## src/rtl/hss_pkg.sv

```systemverilog
package hss_pkg;

  // shared-memory access sequencer states
  typedef enum logic [1:0] {
    HUB_IDLE = 2'd0,
    HUB_WAIT = 2'd1,
    HUB_XFER = 2'd2
  } hub_state_e;

endpackage

```

## src/rtl/hss_slot_table.sv

```systemverilog
module hss_slot_table #(
  parameter int NUM_THREADS = 4,
  parameter int NUM_SLOTS   = 16,
  localparam int TID_W  = (NUM_THREADS > 1) ? $clog2(NUM_THREADS) : 1,
  localparam int SLOT_W = $clog2(NUM_SLOTS)
) (
  input  logic                          clk,
  input  logic                          rst,
  input  logic                          wr_en,
  input  logic [SLOT_W-1:0]             wr_addr,
  input  logic [TID_W-1:0]              wr_tid,
  output logic [NUM_SLOTS*TID_W-1:0]    entries_flat
);

  logic [TID_W-1:0] ent [NUM_SLOTS];

  // reset loads a plain rotation over the threads
  always_ff @(posedge clk) begin
    if (rst) begin
      for (int i = 0; i < NUM_SLOTS; i++)
        ent[i] <= TID_W'(i % NUM_THREADS);
    end else if (wr_en) begin
      ent[wr_addr] <= wr_tid;
    end
  end

  // every entry is visible at once for the single-cycle scan
  for (genvar g = 0; g < NUM_SLOTS; g++) begin : g_flat
    assign entries_flat[g*TID_W +: TID_W] = ent[g];
  end

endmodule

```

## src/rtl/hss_slot_pick.sv

```systemverilog
module hss_slot_pick #(
  parameter int NUM_THREADS = 4,
  parameter int NUM_SLOTS   = 16,
  localparam int TID_W  = (NUM_THREADS > 1) ? $clog2(NUM_THREADS) : 1,
  localparam int SLOT_W = $clog2(NUM_SLOTS)
) (
  input  logic [NUM_SLOTS*TID_W-1:0] entries_flat,
  input  logic [SLOT_W-1:0]          ptr,
  input  logic [NUM_THREADS-1:0]     thr_valid,
  output logic                       found,
  output logic [SLOT_W-1:0]          pick_slot,
  output logic [TID_W-1:0]           pick_tid
);

  logic [NUM_SLOTS-1:0] rot_hit;
  logic [SLOT_W-1:0]    rot_slot [NUM_SLOTS];
  logic [TID_W-1:0]     rot_tid  [NUM_SLOTS];

  // view of the table rotated so that offset 0 is the pointer
  for (genvar j = 0; j < NUM_SLOTS; j++) begin : g_rot
    logic [SLOT_W:0] sum;
    assign sum = {1'b0, ptr} + (SLOT_W+1)'(j);
    assign rot_slot[j] = (sum >= (SLOT_W+1)'(NUM_SLOTS)) ?
                         SLOT_W'(sum - (SLOT_W+1)'(NUM_SLOTS)) : sum[SLOT_W-1:0];
    assign rot_tid[j]  = entries_flat[rot_slot[j]*TID_W +: TID_W];
    assign rot_hit[j]  = (32'(rot_tid[j]) < NUM_THREADS) && thr_valid[rot_tid[j]];
  end

  // lowest offset wins: walk from the far end so the nearest hit is last
  always_comb begin
    found     = 1'b0;
    pick_slot = ptr;
    pick_tid  = '0;
    for (int j = NUM_SLOTS - 1; j >= 0; j--) begin
      if (rot_hit[j]) begin
        found     = 1'b1;
        pick_slot = rot_slot[j];
        pick_tid  = rot_tid[j];
      end
    end
  end

endmodule

```

## src/rtl/hss_hub_ctrl.sv

```systemverilog
module hss_hub_ctrl
  import hss_pkg::*;
#(
  parameter int NUM_THREADS = 4,
  parameter int WIN_PERIOD  = 8,
  parameter int HUB_LAT     = 2,
  localparam int TID_W = (NUM_THREADS > 1) ? $clog2(NUM_THREADS) : 1,
  localparam int WIN_W = (WIN_PERIOD > 1) ? $clog2(WIN_PERIOD) : 1,
  localparam int LAT_W = $clog2(HUB_LAT + 1)
) (
  input  logic             clk,
  input  logic             rst,
  input  logic             start,
  input  logic [TID_W-1:0] start_tid,
  output logic             busy,
  output logic             done,
  output logic [TID_W-1:0] done_tid
);

  hub_state_e       state, state_n;
  logic [WIN_W-1:0] win_cnt;
  logic [LAT_W-1:0] left, left_n;
  logic [TID_W-1:0] tid_q;
  logic             win_open;

  assign win_open = (win_cnt == '0);

  always_comb begin
    state_n = state;
    left_n  = left;
    unique case (state)
      HUB_IDLE: begin
        if (start) begin
          if (win_open) begin
            state_n = HUB_XFER;
            left_n  = LAT_W'(HUB_LAT);
          end else begin
            state_n = HUB_WAIT;
          end
        end
      end
      HUB_WAIT: begin
        if (win_open) begin
          state_n = HUB_XFER;
          left_n  = LAT_W'(HUB_LAT);
        end
      end
      HUB_XFER: begin
        if (left == LAT_W'(1)) state_n = HUB_IDLE;
        else                   left_n  = left - LAT_W'(1);
      end
      default: state_n = HUB_IDLE;
    endcase
  end

  always_ff @(posedge clk) begin
    if (rst) begin
      state   <= HUB_IDLE;
      win_cnt <= '0;
      left    <= '0;
      tid_q   <= '0;
    end else begin
      state   <= state_n;
      left    <= left_n;
      win_cnt <= (win_cnt == WIN_W'(WIN_PERIOD - 1)) ? '0 : win_cnt + WIN_W'(1);
      if (start && state == HUB_IDLE) tid_q <= start_tid;
    end
  end

  assign busy     = (state != HUB_IDLE);
  assign done     = (state == HUB_XFER) && (left == LAT_W'(1));
  assign done_tid = tid_q;

endmodule

```

## src/rtl/hss_sched.sv

```systemverilog
module hss_sched #(
  parameter int NUM_THREADS = 4,
  parameter int NUM_SLOTS   = 16,
  parameter int WIN_PERIOD  = 8,
  parameter int HUB_LAT     = 2,
  localparam int TID_W  = (NUM_THREADS > 1) ? $clog2(NUM_THREADS) : 1,
  localparam int SLOT_W = $clog2(NUM_SLOTS)
) (
  input  logic                   clk,
  input  logic                   rst,
  input  logic                   tbl_we,
  input  logic [SLOT_W-1:0]      tbl_addr,
  input  logic [TID_W-1:0]       tbl_tid,
  input  logic [NUM_THREADS-1:0] thr_valid,
  input  logic [NUM_THREADS-1:0] thr_hub,
  output logic                   issue_vld,
  output logic [TID_W-1:0]       issue_tid,
  output logic                   issue_hub,
  output logic                   stall,
  output logic                   retire_vld,
  output logic [TID_W-1:0]       retire_tid
);

  logic [NUM_SLOTS*TID_W-1:0] entries_flat;
  logic [SLOT_W-1:0]          ptr, pick_slot, ptr_next;
  logic [TID_W-1:0]           pick_tid, hub_done_tid;
  logic                       found, hub_busy, hub_done;
  logic                       do_issue, do_hub;

  hss_slot_table #(.NUM_THREADS(NUM_THREADS), .NUM_SLOTS(NUM_SLOTS)) u_table (
    .clk          (clk),
    .rst          (rst),
    .wr_en        (tbl_we),
    .wr_addr      (tbl_addr),
    .wr_tid       (tbl_tid),
    .entries_flat (entries_flat)
  );

  hss_slot_pick #(.NUM_THREADS(NUM_THREADS), .NUM_SLOTS(NUM_SLOTS)) u_pick (
    .entries_flat (entries_flat),
    .ptr          (ptr),
    .thr_valid    (thr_valid),
    .found        (found),
    .pick_slot    (pick_slot),
    .pick_tid     (pick_tid)
  );

  hss_hub_ctrl #(.NUM_THREADS(NUM_THREADS), .WIN_PERIOD(WIN_PERIOD),
                 .HUB_LAT(HUB_LAT)) u_hub (
    .clk       (clk),
    .rst       (rst),
    .start     (do_hub),
    .start_tid (pick_tid),
    .busy      (hub_busy),
    .done      (hub_done),
    .done_tid  (hub_done_tid)
  );

  // issue only when the shared pipeline is free
  assign do_issue = found && !hub_busy;
  assign do_hub   = do_issue && thr_hub[pick_tid];
  assign ptr_next = (pick_slot == SLOT_W'(NUM_SLOTS - 1)) ? '0 : pick_slot + SLOT_W'(1);

  always_ff @(posedge clk) begin
    if (rst) begin
      ptr        <= '0;
      issue_vld  <= 1'b0;
      issue_tid  <= '0;
      issue_hub  <= 1'b0;
      stall      <= 1'b0;
      retire_vld <= 1'b0;
      retire_tid <= '0;
    end else begin
      if (do_issue) ptr <= ptr_next;
      issue_vld  <= do_issue;
      issue_tid  <= do_issue ? pick_tid : '0;
      issue_hub  <= do_hub;
      stall      <= hub_busy;
      retire_vld <= hub_done || (do_issue && !do_hub);
      retire_tid <= hub_done ? hub_done_tid :
                    ((do_issue && !do_hub) ? pick_tid : '0);
    end
  end

endmodule

```

## config.mk

```make
export PLATFORM = sky130hd
export DESIGN_NAME = hss_sched
export DESIGN_NICKNAME = d
export VERILOG_FILES = /design/src/rtl/hss_pkg.sv /design/src/rtl/hss_slot_table.sv /design/src/rtl/hss_slot_pick.sv /design/src/rtl/hss_hub_ctrl.sv /design/src/rtl/hss_sched.sv
export SDC_FILE = /design/constraint.sdc
export NUM_CORES = 1
export LEC_CHECK = 0
export CAP_MARGIN = 20
export CORE_UTILIZATION = 51
export DETAILED_ROUTE_END_ITERATION = 12
export PLACE_DENSITY = 0.78
export REMOVE_ABC_BUFFERS = 1
export SLEW_MARGIN = 40
export SYNTH_ARGS = -nofsm -noshare
export SYNTH_HDL_FRONTEND = slang
export SYNTH_SLANG_ARGS = --single-unit
```

## constraint.sdc

```tcl
create_clock -name clk -period 8.05 [get_ports clk]
set_input_delay 1.61 -clock clk [delete_from_list [all_inputs] [get_ports clk]]
set_output_delay 1.61 -clock clk [all_outputs]
set_load 0.005 [all_outputs]
```

## Word level (Yosys, flattened, before mapping)

Memories as Yosys holds them, arrays and structs flattened.
Index checks and enable logic that the tools add are counted.

| word-level totals | value |
|---|---|
| input bits | 17 |
| flip-flop bits (word level) | 21 |
| memories | 1 |
| output and inout port bits | 8 |
| memory bits (writable) | 32 |
| logic and storage cells | 240 |

Memory list:

| memory | depth | bits a word | read ports | clocked after Yosys merged registers in | write ports | line | text |
|---|---|---|---|---|---|---|---|
| u_table.ent | 16 | 2 | 16 | 0 | 16 | hss_slot_table.sv:15 | `logic [TID_W-1:0] ent [NUM_SLOTS];` |

| cells by class | value |
|---|---|
| reduce and logical (&&, ||, !) cells | 17 |
| add/subtract/negate cells | 34 |
| equal/unequal tests | 9 |
| bitwise logic cells | 1 |
| magnitude comparators | 33 |
| multiplexer cells | 118 |
| shift operators | 16 |

Operator list:

| kind | count |
|---|---|
| $shiftx A32 B6 Y2 | 16 |
| $mux W4 | 34 |
| $ge A5 B5 Y1 const B | 15 |
| $sub A4 B1 Y4 const B | 16 |
| $mux W2 | 26 |
| $lt A2 B3 Y1 const B | 17 |
| $add A4 B4 Y5 const B | 8 |
| $mux W1 | 39 |
| $bmux W1 S2 | 17 |
| $add A4 B3 Y5 const B | 4 |
| $pmux W2 S3 | 2 |
| $add A4 B2 Y5 const B | 2 |
| $ne A2 B2 Y1 const B | 3 |
| $reduce_and A3 Y1 | 2 |
| $reduce_or A2 Y1 | 3 |
| $add A4 B1 Y5 const B | 1 |
| $ge A4 B5 Y1 const B | 1 |
| $logic_and A1 B1 Y1 | 5 |
| $add A4 B1 Y4 const B | 1 |
| $eq A2 B1 Y1 const B | 2 |
| $eq A4 B4 Y1 const B | 1 |
| $add A3 B1 Y3 const B | 1 |
| $eq A3 B3 Y1 const B | 1 |
| $logic_not A3 Y1 | 1 |
| 9 further kinds | 10 |

## Logic depth before layout (Yosys ltp)

Gate-level depths: netlist of the first run.

| depth | value |
|---|---|
| depth in word-level cells | 29 |
| depth in mapped cells | 22 |
| depth with buffers taken out | 17 |

## Modules after synthesis

A second synthesis of the first run with hierarchy kept.

| unflattened totals | value |
|---|---|
| cells, all modules | 648 |
| area total of the unflattened synthesis | 6467.5 um^2 |

Modules (own cells, without submodules):

| module | times used | cells each | area each (um^2) |
|---|---|---|---|
| hss_slot_pick | 1 | 455 | 4175.3 |
| hss_slot_table | 1 | 104 | 1405.1 |
| hss_sched | 1 | 51 | 491.7 |
| hss_hub_ctrl | 1 | 38 | 395.4 |

## Least setup slack after synthesis of the first run

Ideal clock, no wire load.

| timing | value |
|---|---|
| path kind | register -> register |
| start | register ptr[0] |
| end | register ptr[3] |
| path slack | 3339 ps |
| buffers on the path | 4 |
| stages on the path, launching flop included | 20 |
| arrival time | 4637 ps |
| path through | dfxtp_1 > buf_6 > buf_8 > buf_4 > inv_1 > ha_1 > buf_2 > mux4_2 > mux4_2 > mux2_1 > mux2_4 > a311o_1 > a211o_1 > a21oi_1 > o31ai_1 > o21ai_1 > inv_1 > ha_1 > o21ba_1 > a31oi_1 |

| between the ends | value |
|---|---|
| cells in the longest elaborated chain, start to end | 24 |

Ends and longest elaborated chain:

| element | line | text |
|---|---|---|
| start, declared | hss_sched.sv:25 | `logic [SLOT_W-1:0] ptr, pick_slot, ptr_next;` |
| start signal, assigned | hss_sched.sv:74 | `if (do_issue) ptr <= ptr_next;` |
| $add A4 B4 Y5 | hss_slot_pick.sv:22 | `assign sum = {1'b0, ptr} + (SLOT_W+1)'(j);` |
| $sub A4 B1 Y4 or $ge A5 B5 Y1 (tied branches) | hss_slot_pick.sv:24, hss_slot_pick.sv:23 |  |
| $mux W4 | hss_slot_pick.sv:23 | `assign rot_slot[j] = (sum >= (SLOT_W+1)'(NUM_SLOTS)) ?` |
| $shiftx A32 B6 Y2 | hss_slot_pick.sv:25 | `assign rot_tid[j] = entries_flat[rot_slot[j]*TID_W +: TID_W];` |
| $bmux W1 S2 | hss_slot_pick.sv:26 | `assign rot_hit[j] = (32'(rot_tid[j]) < NUM_THREADS) && thr_valid[rot_tid[j]];` |
| $mux W1 (implied by the code) | hss_slot_pick.sv:26 |  |
| $mux W4 (16 in a row) | hss_slot_pick.sv:35 | `if (rot_hit[j]) begin` |
| $add A4 B1 Y4 or $eq A4 B4 Y1 (tied branches) | hss_sched.sv:62 | `assign ptr_next = (pick_slot == SLOT_W'(NUM_SLOTS - 1)) ? '0 : pick_slot + SLOT_W'(1);` |
| $mux W4 | hss_sched.sv:62 |  |

Several ways; a longest one is shown, not always the timed one. The select of a mux whose other input is x is not followed.
A chain may end at the register's enable or synchronous reset.

## Worst setup path in the final report of the first run

| timing | value |
|---|---|
| start | register ptr[0] |
| end | register u_hub.left[0] |

| between the ends | value |
|---|---|
| cells in the longest elaborated chain, start to end | 27 |

Ends and longest elaborated chain:

| element | line | text |
|---|---|---|
| $add A4 B4 Y5 | hss_slot_pick.sv:22 |  |
| $sub A4 B1 Y4 or $ge A5 B5 Y1 (tied branches) | hss_slot_pick.sv:24, hss_slot_pick.sv:23 |  |
| $mux W4 | hss_slot_pick.sv:23 |  |
| $shiftx A32 B6 Y2 | hss_slot_pick.sv:25 |  |
| $bmux W1 S2 | hss_slot_pick.sv:26 |  |
| $mux W1 (implied by the code) | hss_slot_pick.sv:26 |  |
| $mux W2 (16 in a row) | hss_slot_pick.sv:35 |  |
| $bmux W1 S2 | hss_sched.sv:61 | `assign do_hub = do_issue && thr_hub[pick_tid];` |
| $mux W1 (implied by the code) | hss_sched.sv:61 |  |
| $logic_and A1 B1 Y1 (*) | hss_sched.sv:61 |  |
| $ne A2 B2 Y1 (no source line) (*) | n/a |  |
| $reduce_and A3 Y1 (no source line) (*) | n/a |  |
| end signal, assigned | hss_hub_ctrl.sv:64 | `left <= left_n;` |
| end, declared | hss_hub_ctrl.sv:22 | `logic [LAT_W-1:0] left, left_n;` |

Mark *: on every way between the ends. The rest lies on a longest branch, timed or not. The select of a mux whose other input is x is not followed.

==> results of run 1 <==
==> sequential cells by signal, summed over array words and instances (netlist names) <==
name	count
retire_vld	1
retire_tid	2
issue_tid	2
issue_vld	1
stall	1
u_hub.left	2
u_hub.state	2
ptr	4
u_hub.done_tid	2
u_hub.win_cnt	3
issue_hub	1
u_table.ent	32
==> Yosys cell counts (all sizes together), types with 7 or more instances <==
library cell   n  area [sq um]
mux2i         74           773
mux4          60          1390
nand2         45           171
nor2          35           136
edfxtp        32           961
inv           25          93.8
a21oi         24           124
nand2b        23           146
dfxtp         21           420
mux2          21           248
o21ai         20           100
buf           18           115
clkbuf        17          63.8
or2           15          93.8
nor3          14          70.1
and2          12          75.1
ha            12           150
xnor2         11           111
nand3         10          60.1
or3            9          56.3
nor2b          8          50.1
o22ai          8          50.1
a211oi         7          57.6
and3           7          43.8
nor4           7          50.1
==> worst min-delay path by stage <==
stage | start | endpoint | slack (ps) | cells past startpoint
final | u_hub.win_cnt[0] | u_hub.win_cnt[0] | 470 | 1
after global routing | u_hub.win_cnt[0] | u_hub.win_cnt[0] | 500 | 1
after CTS | u_hub.win_cnt[0] | u_hub.win_cnt[0] | 470 | 1
after detailed placement | u_hub.win_cnt[0] | u_hub.win_cnt[0] | 460 | 1
after global placement | u_hub.win_cnt[0] | u_hub.win_cnt[0] | 440 | 1
after floorplan | u_hub.win_cnt[0] | u_hub.win_cnt[0] | 430 | 1
==> cell usage in the layout (no fill, tap or decap), types with 7 or more instances in the layout <==
| cell type | netlist | final |
|---|---|---|
| nand2b_1 | 22 | 22 |
| ha_1 | 12 | 11 |
| o21ai_0 | 17 | 17 |
| nor2b_1 | 8 | 8 |
| clkdlybuf4s50_1 | 0 | 22 |
| nand3_1 | 8 | 8 |
| nor3_1 | 14 | 14 |
| or3_1 | 9 | 9 |
| mux4_1 | 11 | 11 |
| mux4_2 | 49 | 49 |
| a21oi_1 | 23 | 23 |
| nor2_1 | 33 | 33 |
| and3_1 | 7 | 7 |
| or2_2 | 15 | 15 |
| edfxtp_1 | 32 | 32 |
| nand2_1 | 44 | 44 |
| mux2_2 | 17 | 17 |
| inv_1 | 23 | 23 |
| dfxtp_1 | 21 | 19 |
| o22ai_1 | 8 | 8 |
| and2_1 | 12 | 12 |
| xnor2_1 | 9 | 8 |
| buf_4 | 5 | 7 |
| mux2i_1 | 70 | 68 |
==> kinds of logic (layout without fill, tap and decap cells) <==
family	count (synthesis)	in the layout	synth area share, %
simple gates	205	205	17.7
fa+ha+maj	12	12	2.35
mux	155	155	37.8
buf+inv	61	65	4.33
compound gates	121	121	14.0
xor+xnor	14	14	2.16
flops	53	53	21.7
==> worst register-to-register path: stages (launching register included) <==
cell      delay, ps
dfxtp_2         320
buf_4           520
inv_1           260
ha_2            730
mux4_2          500
mux2i_1         390
mux2i_1         300
mux2i_1         140
mux2i_1         630
nand3b_4        220
nor3_1          240
nand3_1         160
a31oi_4         380
mux2i_1         410
o221a_2         330
nand3_2          90
a21oi_2         130
==> area by class of cell <==
type                       instances  area [sq um]
timing repair buffer              31           283
inverter                          26          97.6
clock buffer                       6           129
tap                              168           210
clock inverter                     2          10.0
sequential                        53          1380
fill                            1078          5250
multi-input combinational        507          4750
==> per-stage QoR <==
| stage | worst slack, ps | hold WS, ps | cell area (sq um) | std cells | util [%] |
|---|---|---|---|---|---|
| 6_report | 2240 | 473 | 6860 | 793 | 56.6 |
| 5_1_grt | 1880 | 499 | 6860 | 793 | 56.6 |
| 3_3_place_gp | 2280 | 439 | 6710 | 785 | 55.4 |
| 3_5_place_dp | 2070 | 462 | 6730 | 785 | 55.5 |
| 4_1_cts | 2040 | 470 | 6860 | 793 | 56.7 |
| 2_1_floorplan | 1980 | 427 | 6200 | 586 | - |
==> metal layers <==
layer | track usage (%) | up-vias
met5 | 0 | -
met4 | 10.9 | 0
met3 | 4.14 | 51
met2 | 45.2 | 307
met1 | 37.0 | 2656
li1 | - | 2450
==> results.md, run 1 <==
- CP max-delay cell: ha_2
- Longest Clk Path Bufs: 2
- Final cycle utilization of the critical path: 72.1%
- N_diodes: 0
- Setup TNS: 0 ps
- Length of the first detailed-routing pass in iterations: 5
- Crit path buf inv count: 2
- Residual DRC count: 0
- DR vias/cell: approximately 6.9
- Worst path most repeated cell: mux2i_1
- CP endpoint kind: register
- PostCTS Resize Cnt: 0
- Slew HR: between 40 and 50%
- IO Count: 25
- Metal-1 WL: ~7 mm
- Clk_skew: slightly below 7 ps
- GPL Wtd Cong: roughly 1
- Remaining antenna violation count: 0
- Buffers on Ports: 24
- Final Hold Vio Count: 0
- Top Layer Used: met4
- Area added between synthesis and finish: 7.53%
- Initial antenna violation count: 0
- Async SR Flop Fraction: 0%
- Critical R2R Capture: u_hub.left[0]
- Drt wl/cell: 22.0 um
- Max-cap violations: 0
- Total CTS buffers: 5
- First-pass GRT wire length: about 28 mm
- HP Class: register to register
- Gr usage total: approximately 28%
- Worst Setup SP: ptr[0]
- Yosys Warn Count: 0
- Die width: ~110 um
- Die Height: 114 um
- WL final: between 15 and 20 mm
- Rows: 40
- Postcts setup bufs: 0
- Met3 Wirelength: about 1.5 mm
- H-tree levels: 2
- Vias: 5464
- Critical path, cell by cell: buf_4 > inv_1 > ha_2 > mux4_2 > mux2i_1 > mux2i_1 > mux2i_1 > mux2i_1 > nand3b_4 > nor3_1 > nand3_1 > a31oi_4 > mux2i_1 > o221a_2 > nand3_2 > a21oi_2
- Levels on crit path: 16
- TritonCTS clock tree: done
- FF+latch count, synth: 53
- Crit path launch type: register
- Synthesized area per cell: 10.3 sq um
- Worst-path clk slew: about 70 ps
- Status: complete, no violations
- Post-synth EDFFs: 32
- Number of global-route vias before repair: 5170
- Reg2reg start: ptr[0]
- Critical path arrival: roughly 6000 ps
- Crit path max-delay family: multiplexers
- Die area: roughly 13000 sq um
- Dominant synthesized flop cell: edfxtp_1
- Worst r2r path cells: 16
- Root Driver: clkbuf_16
- Metal2 WL: 8.35 mm
- Layout Nets: roughly 650
- Share of layout cells above drive strength 1: a little over a fifth
- Total core area: approximately 12000 sq um
- Yosys cell types: 86
- Peak Freq: ~170 MHz
- Mapped Area: 6380 sq um
- Initial core utilization: about 53%
- Share of the yosys chip area belonging to registers: 21.7%
- Crit path to: u_hub.left[0]
- Count of final max-slew check failures: 0
- Worst EP required: 8280 ps
- Critical Setup Path Class: register to register
- Remaining Overflow, GRT: 0
- Starting DRT DRC Count: ~770
- Worst skew pair latency: just under 300 ps
- Critical path fanouts, max: 47
- Final setup fails: 0
- DP HPWL: roughly 13 mm
- CP peak stage delay: approximately 730 ps
- Post-Synthesis Cells: between 600 and 700
- Largest net degree at the start of global routing: 48
- Min Tclk post-route: 5810 ps
- Worst Tran Pin Value: roughly 870 ps
- Hold Buf Count CTS: 0
- Sink Count: 53
- RSZ-0062 raised after global routing: no
- Flop-to-flop setup slack: ~2200 ps
Power of run 1 is not shown: default switching activity piles up to over one toggle a cycle in this logic, so the estimate is an artifact.
==> inputs of run 2 (changes only) <==
- PLACE_DENSITY: 0.78 -> 0.8
- clock period: 8.05 -> 4.8 ns (I/O delays scaled with it)
==> run 2 against run 1 <==
Fmax rose by 27%; non-clock buffer count increased by 33; sequential share of layout area decreased by 0.80 points; critical path type unchanged; wire length increased by 4.5%; worst setup slack got worse by 2000 ps; design area increased by 4.0%; critical endpoint is now u_hub.done_tid[1]; sequential cell count unchanged; die area unchanged; global-route usage is 1.5 points higher.
==> results.md, run 2 (synthesis gave the netlist of run 1 again) <==
- Worst-path clk slew: 70 ps (about the same)
- Rows: 40 (unchanged)
- DP HPWL: 14.2 mm (was 13.3 mm)
- Residual DRC count: 0 (unchanged)
- Drt wl/cell: 22.1 um (was 22.0 um)
- Worst Tran Pin Value: 824 ps (was 875 ps)
- Final Non-Filler Cells: 826 (was 793)
- Total core area: 12100 sq um (unchanged)
- Root Driver: clkbuf_16 (unchanged)
- Initial core utilization: 52.7% (unchanged)
- Critical Setup Path Class: register to register (unchanged)
- Largest register FFs: 32 (unchanged)
- Peak Freq: 219 MHz (was 172 MHz)
- Total CTS buffers: 5 (unchanged)
- CP endpoint kind: register (unchanged)
- Min-delay src: u_hub.done_tid[0] (was u_hub.win_cnt[0])
- Reg2reg start: ptr[2] (was ptr[0])
- Largest net degree at the start of global routing: 47 (was 48)
- Count of final max-slew check failures: 0 (unchanged)
- IO Count: 25 (unchanged)
- Final cycle utilization of the critical path: 95.1% (was 72.1%)
- WL final: 18.2 mm (was 17.5 mm)
- GPL Wtd Cong: 0.985 (was 1.02)
- Die width: 114 um (unchanged)
- Starting DRT DRC Count: 642 (was 773)
- Min Tclk post-route: 4570 ps (was 5810 ps)
- Layout Nets: 686 (was 653)
- Longest Clk Path Bufs: 2 (unchanged)
- DR vias/cell: 6.73 (was 6.89)
- Remaining antenna violation count: 0 (unchanged)
- Die area: 13000 sq um (unchanged)
- Largest registers: u_table.ent (32), ptr (4), u_hub.win_cnt (3) (unchanged)
- RSZ-0062 raised after global routing: no (unchanged)
- Worst Setup SP: ptr[2] (was ptr[0])
- Share of layout cells above drive strength 1: 25.5% (was 21.9%)
- Top reg by flops: u_table.ent (unchanged)
- Initial antenna violation count: 0 (unchanged)
- Hold Buf Count CTS: 0 (unchanged)
- Final setup fails: 0 (unchanged)
- Crit path launch type: register (unchanged)
- Status: complete, no violations (unchanged)
- Commonest non-fill, non-tap cell in the layout: mux2i_1 (unchanged)
- N_diodes: 0 (unchanged)
- Area added between synthesis and finish: 11.9% (was 7.53%)
- Most frequent cells in the layout: mux2i_1, mux4_2, nand2_1, buf_4, nor2_1 (was mux2i_1, mux4_2, nand2_1, nor2_1, edfxtp_1)
- Worst EP required: 4990 ps (was 8280 ps)
- Die Height: 114 um (unchanged)
- Sink Count: 53 (unchanged)
- First-pass GRT wire length: 29.3 mm (was 27.8 mm)
- Clk_skew: 6.48 ps (was 6.76 ps)
- Remaining Overflow, GRT: 0 (unchanged)
- Vias: 5561 (was 5464)
- HP Class: register to register (unchanged)
- Length of the first detailed-routing pass in iterations: 7 (was 5)
- Placed Cells: 816 (was 785)
- Number of global-route vias before repair: 5531 (was 5170)
- Worst hold slack: 490 ps (was 473 ps)
- H-tree levels: 2 (unchanged)
- Buffers on Ports: 24 (unchanged)
- Gr usage total: 29.1% (was 27.6%)
- Slew HR: 43.5% (was 40.0%)
- Worst skew pair latency: 290 ps (about the same)
- Critical path arrival: 4760 ps (was 6040 ps)
- Final Hold Vio Count: 0 (unchanged)
- Critical path fanouts, max: 7 (was 47)
- Max-cap violations: 0 (unchanged)
- TritonCTS clock tree: done (unchanged)
-- run 2: cell count changes in the layout (fill, tap and decap cells not counted), moves of 2 or more --
cell,change
buf_4,+31
mux2i_1,-3
mux2i_2,+3
buf_2,-2
clkdlybuf4s50_1,+2
clkinv_2,-2
-- run 2: final timing paths --
kind                                          end  cells past startpoint  slack [ps]
worst max-delay path            u_hub.done_tid[1]                     16         230
worst min-delay path            u_hub.done_tid[0]                      2         490
worst max register to register  u_hub.done_tid[1]                     16         230
worst min register to register  u_hub.done_tid[0]                      2         490
-- run 2: what timing repair did --
action / in CTS / in global routing
setup buffers: 0 / 2
gates resized for setup: 0 / 7
setup endpoints to repair: 0 / 7
-- run 2: cell type report --
cell class,count,area (sq um)
clock buffers,6,129
clock inverters,2,10.0
fillers,1062,4970
inverters,26,97.6
multi-input cells,507,4750
flip-flops and latches,53,1380
well taps,168,210
repair buffers,64,557
-- run 2: through the flow --
step                setup TNS, ps  area [sq um]  worst slack (ps)  utilization (%)
floorplan                  -17560          6200             -1270                -
global placement                0          6950               341             57.4
detailed placement              0          6950               235             57.4
CTS                             0          7090               201             58.5
global route                    0          7140              6.89             58.9
finish                          0          7140               234             58.9
-- run 2: routing by layer --
metal / GRT usage [%] / part of all wire, % / up-vias
met5: 0 / 0 / -
met4: 11.0 / 2.8 / 0
met3: 4.41 / 8.2 / 42
met2: 50.2 / 49 / 281
met1: 36.9 / 40 / 2719
li1: - / - / 2519
-- run 2: critical path: stages, from the launching register on --
cell and delay (ps):
dfxtp_1 330, clkinv_1 170, buf_4 230, ha_1 410, inv_1 340, mux4_2 620
mux2i_1 140, mux2i_1 400, a21o_1 170, nand3_1 90, a221o_1 360, a221oi_2 290
o31ai_2 180, nand2b_2 240, o22ai_1 180, nor2_1 60, a211oi_1 260
Power of run 2 is left out for the same reason.
